## config.mk

```make
export PLATFORM = sky130hd
export DESIGN_NAME = lbc_ctrl
export DESIGN_NICKNAME = d
export VERILOG_FILES = /design/src/rtl/lbc_pkg.sv /design/src/rtl/lbc_fsm.sv /design/src/rtl/lbc_strobe.sv /design/src/rtl/lbc_hold.sv /design/src/rtl/lbc_ctrl.sv
export SDC_FILE = /design/constraint.sdc
export NUM_CORES = 1
export LEC_CHECK = 0
export BUFFER_PORTS_ARGS = -buffer_cell sky130_fd_sc_hd__buf_2
export CORE_UTILIZATION = 40
export CTS_CLUSTER_SIZE = 24
export DETAILED_ROUTE_END_ITERATION = 10
export GPL_ROUTABILITY_DRIVEN = 0
export PLACE_DENSITY = 0.62
export SYNTH_ARGS = -nofsm -noshare
export SYNTH_HDL_FRONTEND = slang
export SYNTH_SLANG_ARGS = --single-unit
```

## constraint.sdc

```tcl
create_clock -name clk -period 3.87 [get_ports clk]
set_clock_uncertainty 0.2 [all_clocks]
set_input_delay 0.774 -clock clk [delete_from_list [all_inputs] [get_ports clk]]
set_output_delay 0.774 -clock clk [all_outputs]
set_load 0.05 [all_outputs]
```

## src/rtl/lbc_pkg.sv

```systemverilog
package lbc_pkg;

  typedef enum logic [2:0] {
    ST_IDLE = 3'd0,
    ST_ADDR = 3'd1,
    ST_WAIT = 3'd2,
    ST_DATA = 3'd3,
    ST_RCV  = 3'd4
  } lbc_state_e;

  typedef struct packed {
    logic wr;
    logic dc;
    logic atomic;
  } lbc_op_t;

endpackage

```

## src/rtl/lbc_fsm.sv

```systemverilog
module lbc_fsm
  import lbc_pkg::*;
#(
  parameter int LEN_W   = 2,
  parameter int RCV_CYC = 2
) (
  input  logic             clk,
  input  logic             rst_n,
  input  logic             start_i,
  input  logic             write_i,
  input  logic             data_i,
  input  logic             atomic_i,
  input  logic [LEN_W-1:0] len_i,
  input  logic             ready_i,
  input  logic             hold_block_i,
  output logic             take_o,
  output lbc_state_e       state_o,
  output lbc_op_t          op_o
);

  localparam int RCV_W = (RCV_CYC > 1) ? $clog2(RCV_CYC) : 1;
  localparam logic [RCV_W-1:0] RCV_LAST = RCV_W'(RCV_CYC - 1);

  lbc_state_e       st_q, st_d;
  lbc_op_t          op_q, op_d;
  logic [LEN_W-1:0] len_q, len_d;
  logic [LEN_W-1:0] beat_q, beat_d;
  logic [RCV_W-1:0] rcv_q, rcv_d;
  logic             op_en, len_en, beat_en, rcv_en;
  logic             last_beat, turn;

  assign last_beat = (beat_q == len_q);
  assign turn      = (st_q == ST_DATA) && last_beat && op_q.atomic && !op_q.wr;
  assign take_o    = (st_q == ST_IDLE) && start_i && !hold_block_i;

  always_comb begin
    st_d    = st_q;
    op_d    = op_q;
    len_d   = len_q;
    beat_d  = beat_q;
    rcv_d   = rcv_q;
    op_en   = 1'b0;
    len_en  = 1'b0;
    beat_en = 1'b0;
    rcv_en  = 1'b0;
    unique case (st_q)
      ST_IDLE: begin
        if (take_o) begin
          st_d      = ST_ADDR;
          op_en     = 1'b1;
          op_d.wr   = atomic_i ? 1'b0 : write_i;
          op_d.dc   = data_i;
          op_d.atomic = atomic_i;
          len_en    = 1'b1;
          len_d     = len_i;
          beat_en   = 1'b1;
          beat_d    = '0;
        end
      end
      ST_ADDR: st_d = ST_WAIT;
      ST_WAIT: if (ready_i) st_d = ST_DATA;
      ST_DATA: begin
        beat_en = 1'b1;
        if (!last_beat) begin
          st_d   = ST_WAIT;
          beat_d = beat_q + 1'b1;
        end else if (turn) begin
          st_d    = ST_ADDR;
          op_en   = 1'b1;
          op_d.wr = 1'b1;
          beat_d  = '0;
        end else begin
          st_d   = ST_RCV;
          rcv_en = 1'b1;
          rcv_d  = '0;
        end
      end
      ST_RCV: begin
        if (rcv_q == RCV_LAST) begin
          st_d = ST_IDLE;
        end else begin
          rcv_en = 1'b1;
          rcv_d  = rcv_q + 1'b1;
        end
      end
      default: st_d = ST_IDLE;
    endcase
  end

  always_ff @(posedge clk or negedge rst_n) begin
    if (!rst_n) begin
      st_q   <= ST_IDLE;
      op_q   <= '0;
      len_q  <= '0;
      beat_q <= '0;
      rcv_q  <= '0;
    end else begin
      st_q <= st_d;
      if (op_en)   op_q   <= op_d;
      if (len_en)  len_q  <= len_d;
      if (beat_en) beat_q <= beat_d;
      if (rcv_en)  rcv_q  <= rcv_d;
    end
  end

  assign state_o = st_q;
  assign op_o    = op_q;

  // a wait state without ready is followed by another wait state
  p_wait_repeat_r2: assert property (@(posedge clk) disable iff (!rst_n)
    (st_q == ST_WAIT && !ready_i) |=> (st_q == ST_WAIT));

  // an address state is always followed by a wait state
  p_addr_then_wait_r2: assert property (@(posedge clk) disable iff (!rst_n)
    (st_q == ST_ADDR) |=> (st_q == ST_WAIT));

  // the last read beat of an atomic pair leads straight to the write address state
  p_atomic_turn_r7: assert property (@(posedge clk) disable iff (!rst_n)
    turn |=> (st_q == ST_ADDR && op_q.wr && op_q.atomic));

  // recovery ends in idle after its final count
  p_rcv_exit_r9: assert property (@(posedge clk) disable iff (!rst_n)
    (st_q == ST_RCV && rcv_q == RCV_LAST) |=> (st_q == ST_IDLE));

endmodule

```

## src/rtl/lbc_strobe.sv

```systemverilog
module lbc_strobe
  import lbc_pkg::*;
(
  input  logic       clk,
  input  logic       rst_n,
  input  lbc_state_e state_i,
  input  lbc_op_t    op_i,
  output logic       ads_n,
  output logic       den_n,
  output logic       dir_tx,
  output logic       cyc_dc,
  output logic       cyc_wr,
  output logic       lock_n
);

  logic active, in_data, in_xfer;

  assign active  = (state_i != ST_IDLE);
  assign in_data = (state_i == ST_WAIT) || (state_i == ST_DATA);
  assign in_xfer = (state_i == ST_ADDR) || in_data;

  assign ads_n  = !(state_i == ST_ADDR);
  assign den_n  = !in_data;
  assign dir_tx = active && op_i.wr;
  assign cyc_wr = active && op_i.wr;
  assign cyc_dc = active && op_i.dc;
  assign lock_n = !(in_xfer && op_i.atomic);

  // direction frozen across consecutive data-enable clocks
  p_dir_frozen_r5: assert property (@(posedge clk) disable iff (!rst_n)
    (!den_n && $past(!den_n)) |-> $stable(dir_tx));

  // lock released during recovery
  p_lock_free_rcv_r8: assert property (@(posedge clk) disable iff (!rst_n)
    (state_i == ST_RCV) |-> lock_n);

  // address strobe and data enable never overlap
  p_ads_den_excl_r3: assert property (@(posedge clk) disable iff (!rst_n)
    !(!ads_n && !den_n));

endmodule

```

## src/rtl/lbc_hold.sv

```systemverilog
module lbc_hold (
  input  logic clk,
  input  logic rst_n,
  input  logic bus_idle_i,
  input  logic lock_active_i,
  input  logic hold_req_i,
  output logic hold_ack_o
);

  logic ack_q, ack_d;

  always_comb begin
    if (ack_q) ack_d = hold_req_i;
    else       ack_d = hold_req_i && bus_idle_i && !lock_active_i;
  end

  always_ff @(posedge clk or negedge rst_n) begin
    if (!rst_n) ack_q <= 1'b0;
    else        ack_q <= ack_d;
  end

  assign hold_ack_o = ack_q;

  // idle, unlocked bus grants a waiting hold on the next clock
  p_grant_r10: assert property (@(posedge clk) disable iff (!rst_n)
    (hold_req_i && bus_idle_i && !lock_active_i) |=> hold_ack_o);

  // release of the request drops the grant next clock
  p_release_r10: assert property (@(posedge clk) disable iff (!rst_n)
    (hold_ack_o && !hold_req_i) |=> !hold_ack_o);

  // no grant inside a lock window
  p_no_ack_locked_r11: assert property (@(posedge clk) disable iff (!rst_n)
    !(hold_ack_o && lock_active_i));

endmodule

```

## src/rtl/lbc_ctrl.sv

```systemverilog
module lbc_ctrl
  import lbc_pkg::*;
#(
  parameter int LEN_W   = 2,
  parameter int RCV_CYC = 2
) (
  input  logic             clk,
  input  logic             rst_n,
  input  logic             req_start,
  input  logic             req_write,
  input  logic             req_data,
  input  logic             req_atomic,
  input  logic [LEN_W-1:0] req_len,
  output logic             req_take,
  input  logic             bus_ready,
  input  logic             hold_req,
  output logic             hold_ack,
  output logic             ads_n,
  output logic             den_n,
  output logic             dir_tx,
  output logic             cyc_dc,
  output logic             cyc_wr,
  output logic             lock_n
);

  lbc_state_e state;
  lbc_op_t    op;
  logic       hold_block;

  assign hold_block = hold_req || hold_ack;

  lbc_fsm #(.LEN_W(LEN_W), .RCV_CYC(RCV_CYC)) u_fsm (
    .clk          (clk),
    .rst_n        (rst_n),
    .start_i      (req_start),
    .write_i      (req_write),
    .data_i       (req_data),
    .atomic_i     (req_atomic),
    .len_i        (req_len),
    .ready_i      (bus_ready),
    .hold_block_i (hold_block),
    .take_o       (req_take),
    .state_o      (state),
    .op_o         (op)
  );

  lbc_strobe u_strobe (
    .clk     (clk),
    .rst_n   (rst_n),
    .state_i (state),
    .op_i    (op),
    .ads_n   (ads_n),
    .den_n   (den_n),
    .dir_tx  (dir_tx),
    .cyc_dc  (cyc_dc),
    .cyc_wr  (cyc_wr),
    .lock_n  (lock_n)
  );

  lbc_hold u_hold (
    .clk           (clk),
    .rst_n         (rst_n),
    .bus_idle_i    (state == ST_IDLE),
    .lock_active_i (!lock_n),
    .hold_req_i    (hold_req),
    .hold_ack_o    (hold_ack)
  );

  // no request is taken while a hold is pending or granted
  p_stall_r12: assert property (@(posedge clk) disable iff (!rst_n)
    (hold_req || hold_ack) |-> !req_take);

endmodule

```

* Word level (Yosys, flattened, before mapping)
Cells that the tools add are included.
** Storage, ports and cells
- Register bits after elaboration :: 12
- Input bits :: 10
- Output and inout port bits :: 8
- Logic and storage cells :: 80
** Operators by class
- Add/sub/neg operators :: 2
- Eq/ne operators :: 12
- Mux-type cells :: 30
- Reductions and logical operators :: 28
** Operators with widths (count)
- two-way mux 3 bit :: 6
- case mux 3 bit (5 select lines) :: 1
- two-way mux 1 bit :: 14
- logical AND 1 bit :: 10
- case mux 1 bit (2 select lines) :: 5
- AND reduction 3 bit :: 3
- AND reduction 4 bit :: 2
- equality test 3 x 2 -> 1 bit, second input constant :: 2
- two-way mux 2 bit :: 3
- inequality test 2 x 1 -> 1 bit, second input constant :: 3
- inequality test 2 bit, second input constant :: 3
- logical NOT 1 bit :: 5
- AND reduction 5 bit :: 1
- case mux 2 bit (2 select lines) :: 1
- nonzero test 2 bit :: 2
- equality test 3 x 1 -> 1 bit, second input constant :: 1
- equality test 3 bit, second input constant :: 1
- logical NOT 3 bit :: 1
- logical OR 1 bit :: 3
- inequality test 3 bit, second input constant :: 1
- nonzero test 3 bit :: 1
- adder 2 x 1 -> 2 bit, second input constant :: 1
- equality test 2 bit :: 1
- adder 1 bit, second input constant :: 1

* Logic depth before layout (Yosys ltp)
- Depth after elaboration :: 8
- Mapped depth :: 5
- Mapped depth without buffers :: 4

* Modules after synthesis
From an unflattened synthesis, not the netlist that was laid out.
** Unflattened totals
- Cell total of the unflattened synthesis :: 67
- Area total of the unflattened synthesis :: 679.4 µm²
** Modules (own cells, without submodules)
- lbc_fsm :: times used 1, cells an instance 52, area each 565.5 µm², sequential area each 275.3 µm²
- lbc_strobe :: times used 1, cells an instance 9, area each 52.6 µm², sequential area each 0.0 µm²
- lbc_hold :: times used 1, cells an instance 3, area each 46.3 µm², sequential area each 25.0 µm²
- lbc_ctrl :: times used 1, cells an instance 3, area each 15.0 µm², sequential area each 0.0 µm²

* Worst setup path after synthesis
OpenSTA, ideal clock, no wires.
- Kind :: register -> output
- Start :: register u_fsm.st_q[2], in the netlist u_fsm.state_o[2]
- End :: output dir_tx
- Data arrival time :: 1560 ps
- Required time :: 2896 ps
- Slack :: 1336 ps
- Stages on the path, launching flop included :: 5
- Buffers on the path :: 2
- Path through :: dfrtp_1 buf_2 nor3_4 nor2_1 buf_4
** On the way
- Word-level cells in the longest chain between the ends :: 2
** RTL lines
- start, declared :: RTL line lbc_fsm.sv:24 : lbc_state_e st_q, st_d;
- start signal, assigned :: RTL line lbc_fsm.sv:98 : st_q <= st_d;
- nonzero test 3 bit :: RTL line lbc_strobe.sv:18 : assign active = (state_i != ST_IDLE);
- logical AND 1 bit
- end, declared :: RTL line lbc_ctrl.sv:20 : output logic dir_tx,
Every way passes these cells.

* Worst setup path after layout
- Start :: input hold_req
- End :: output req_take
** On the way
- Word-level cells in the longest chain between the ends :: 3
** RTL lines
- start, declared :: RTL line lbc_ctrl.sv:16 : input logic hold_req,
- logical OR 1 bit :: RTL line lbc_ctrl.sv:30 : assign hold_block = hold_req || hold_ack;
- logical NOT 1 bit :: RTL line lbc_fsm.sv:34 : assign take_o = (st_q == ST_IDLE) && start_i && !hold_block_i;
- logical AND 1 bit :: RTL line lbc_fsm.sv:34
- end, declared :: RTL line lbc_ctrl.sv:14 : output logic req_take,
Every way passes these cells.

==> summary.md <==
| Metric | Value |
|---|---|
| Outcome | finished clean |
| Cell area after synthesis | 633 um2 |
| Layout cells sized above 1 | 0.341 |
| Worst slew pin tran | 0.328 ns |
| Crit path cell chain | buf_2 -> nor3b_1 -> nand2_2 -> inv_1 -> buf_2 |
| Dpl hpwl | 862 um |
| Post-cts hold buffer count | 0 |
| Remaining DRCs | 0 |
| Vias in the first global route | 433 |
| Port Buf Inserts | 17 |
| Final net count | 94 |
| Synth warn | 0 |
| Cts bufs inserted | 3 |
| Fmax | 369 MHz |
| RSZ-0062 raised after global routing | false |
| ANT nets after route | 0 |
| # Post-CTS Setup Buffers | 0 |
| Fin crit period | 2.71 ns |
| Period utilization | 0.700 |
| Non-filler instance count after layout | 97 |
| CTS clk-pin slew, worst paths | 0.07 ns |
| WP data arrival | 1.73 ns |
| PostCTS Resize Cnt | 0 |
| Synth Flop Type | dfrtp_1 |
| R2r endpoint | u_fsm.beat_q[0]$_DFFE_PN0P_ |
| Area Overhead vs Synth | 18.0% |
| Post-layout util | 0.540 |
| Seq/Total Area, Yosys | 0.474 |
| GRT Residual Overflow | 0 |
| Worst rel slew slack | 0.781 |
| CP max-delay cell | nor3b_1 |
| Synth cell count leaders | dfrtp_1, a21oi_1, inv_1, nand2_1, nor2_1 |
| EDFF count, synth | 0 |
| Critical Path Sink Type | output port |
| Row cnt | 13 |
| Number of distinct library cells after synthesis | 30 |
| Synth top area cells | dfrtp_1, mux2_2, a21oi_1 |
| Critical Path Source Type | input pin |
| # fillers | 137 |
| Final setup TNS | 0 ns |
| Post-DR wirelength/cell | 11.8 um |
| Via Count | 510 |
| Most used cell, CP | buf_2 |
| DR vias/cell | 5.26 |
| #FFs+latches synth | 12 |
| Hold Path Class | input pin to asynchronous set/reset pin |
| R2r startpoint | u_fsm.state_o[2]$_DFFE_PN0P_ |
| Clock Sinks | 12 |
| Initial DRT Pass Iterations | 4 |
| Htree depth | 1 |
| ANT cells | 0 |
| Top-count cell post-synth | dfrtp_1 |
| Crit-path max FO | 10 |
| CP bufs+invs | 3 |
| Mapped Cells | 64 |
| Hold Violations, Final | 0 |
| Final setup viols | 0 |
| R2R cell count | 4 |
| Die Span Y | 41.8 um |
| Post-synth ARST share | 1.00 |
| Crit Path Class | input pin to output port |
| Top delay family on crit path | simple AND/OR/NAND/NOR gates |
| IO Pins | 18 |
| R2r setup slk | 2.16 ns |
| Core ar. | 0.00138 mm2 |
| Final WL | 1150 um |
| Hold WS | 0.179 ns |
| Gr usage total | 0.142 |
| Die Area | 0.00175 mm2 |
| Die W | 41.8 um |
| Synth top area share | 0.474 |
| Largest stage delay, worst path | 0.30 ns |
| Biggest area consumer among synthesized cells | dfrtp_1 |
| Initial Utilization | 0.458 |
| Required @ worst endpoint | 2.90 ns |
| Global-route wire length before repair | 1900 um |
| CTS root buf | clkbuf_4 |
| Maxcap violations | 0 |
| Starting DRC count in detailed routing | 4 |
| Initial antenna violation count | 0 |
| Mean Syn Cell Area | 9.89 um2 |
| Dpl cells | 94 |
| Clock Latency Late Sink | 0.26 ns |
| Syn Nets | 74 |
| CTS Buffer Depth | 2 |
| TritonCTS clock tree | built |
| Max-slew violation count | 0 |
| Largest net degree at the start of global routing | 13 |
logic make-up after synthesis:
kind of cell,share of synthesized area
buf+inv,0.0435
mux,0.0534
xor+xnor,0.0277
simple gates,0.233
flops,0.474
compound gates,0.168
placed cells by master, fill, tap and decap left out, drive strengths merged, types with 2 or more instances in the layout:
cell type	netlist	final
buf	2	17
dfrtp	12	12
nand2	6	6
nor2	5	5
inv	4	4
a21oi	4	4
nand3	3	3
a31oi	3	3
mux2	3	3
nand2b	3	3
clkbuf	0	3
o21ai	2	2
xor2	2	2
nor3	2	2
cell type report:
type | count | area [um2] | area share
Timing Repair Buffer | 17 | 85.1 | 0.114
Inverter | 4 | 15.0 | 0.0201
Tap cell | 15 | 18.8 | 0.0251
Clock buffer | 3 | 22.5 | 0.0302
Multi-Input combinational cell | 46 | 305 | 0.409
Sequential cell | 12 | 300 | 0.402
how the worst max path moves through the flow:
stage / from / to / slack (ns) / cells after the start
2_1_floorplan: u_fsm.state_o[2]$_DFFE_PN0P_ / dir_tx / 1.34 / 4
3_3_place_gp: hold_req / req_take / 1.21 / 5
3_5_place_dp: hold_req / req_take / 1.16 / 5
4_1_cts: hold_req / req_take / 1.15 / 5
5_1_grt: hold_req / req_take / 1.05 / 5
6_report: hold_req / req_take / 1.16 / 5
sequential cells by signal (all words and copies together) (netlist names):
register,count
u_fsm.beat_q,2
u_fsm.state_o,3
u_fsm.len_q,2
u_fsm.op_o,3
u_hold.hold_ack_o,1
u_fsm.rcv_q,1
metal layers:
metal | global-route usage | up-vias | share of wire
met3 | 0.0261 | 2 | 0.040
met1 | 0.205 | 235 | 0.51
met4 | 0.0774 | 0 | 0.0052
met2 | 0.197 | 10 | 0.45
met5 | 0 | - | 0
li1 | - | 263 | -
worst reg2reg max path, stage by stage (launching register included):
cell and delay, ns:
dfrtp_1 0.49, nor3_4 0.30, nand2_2 0.18, a22o_1 0.26, a21o_1 0.17
through the flow:
stage	setup slack [ns]	area, um2
6_report	1.16	747
5_1_grt	1.05	747
4_1_cts	1.15	747
3_5_place_dp	1.16	724
3_3_place_gp	1.21	724
2_1_floorplan	1.34	633
Power is not shown: default switching activity piles up to over one toggle a cycle in this logic, so the estimate is an artifact.
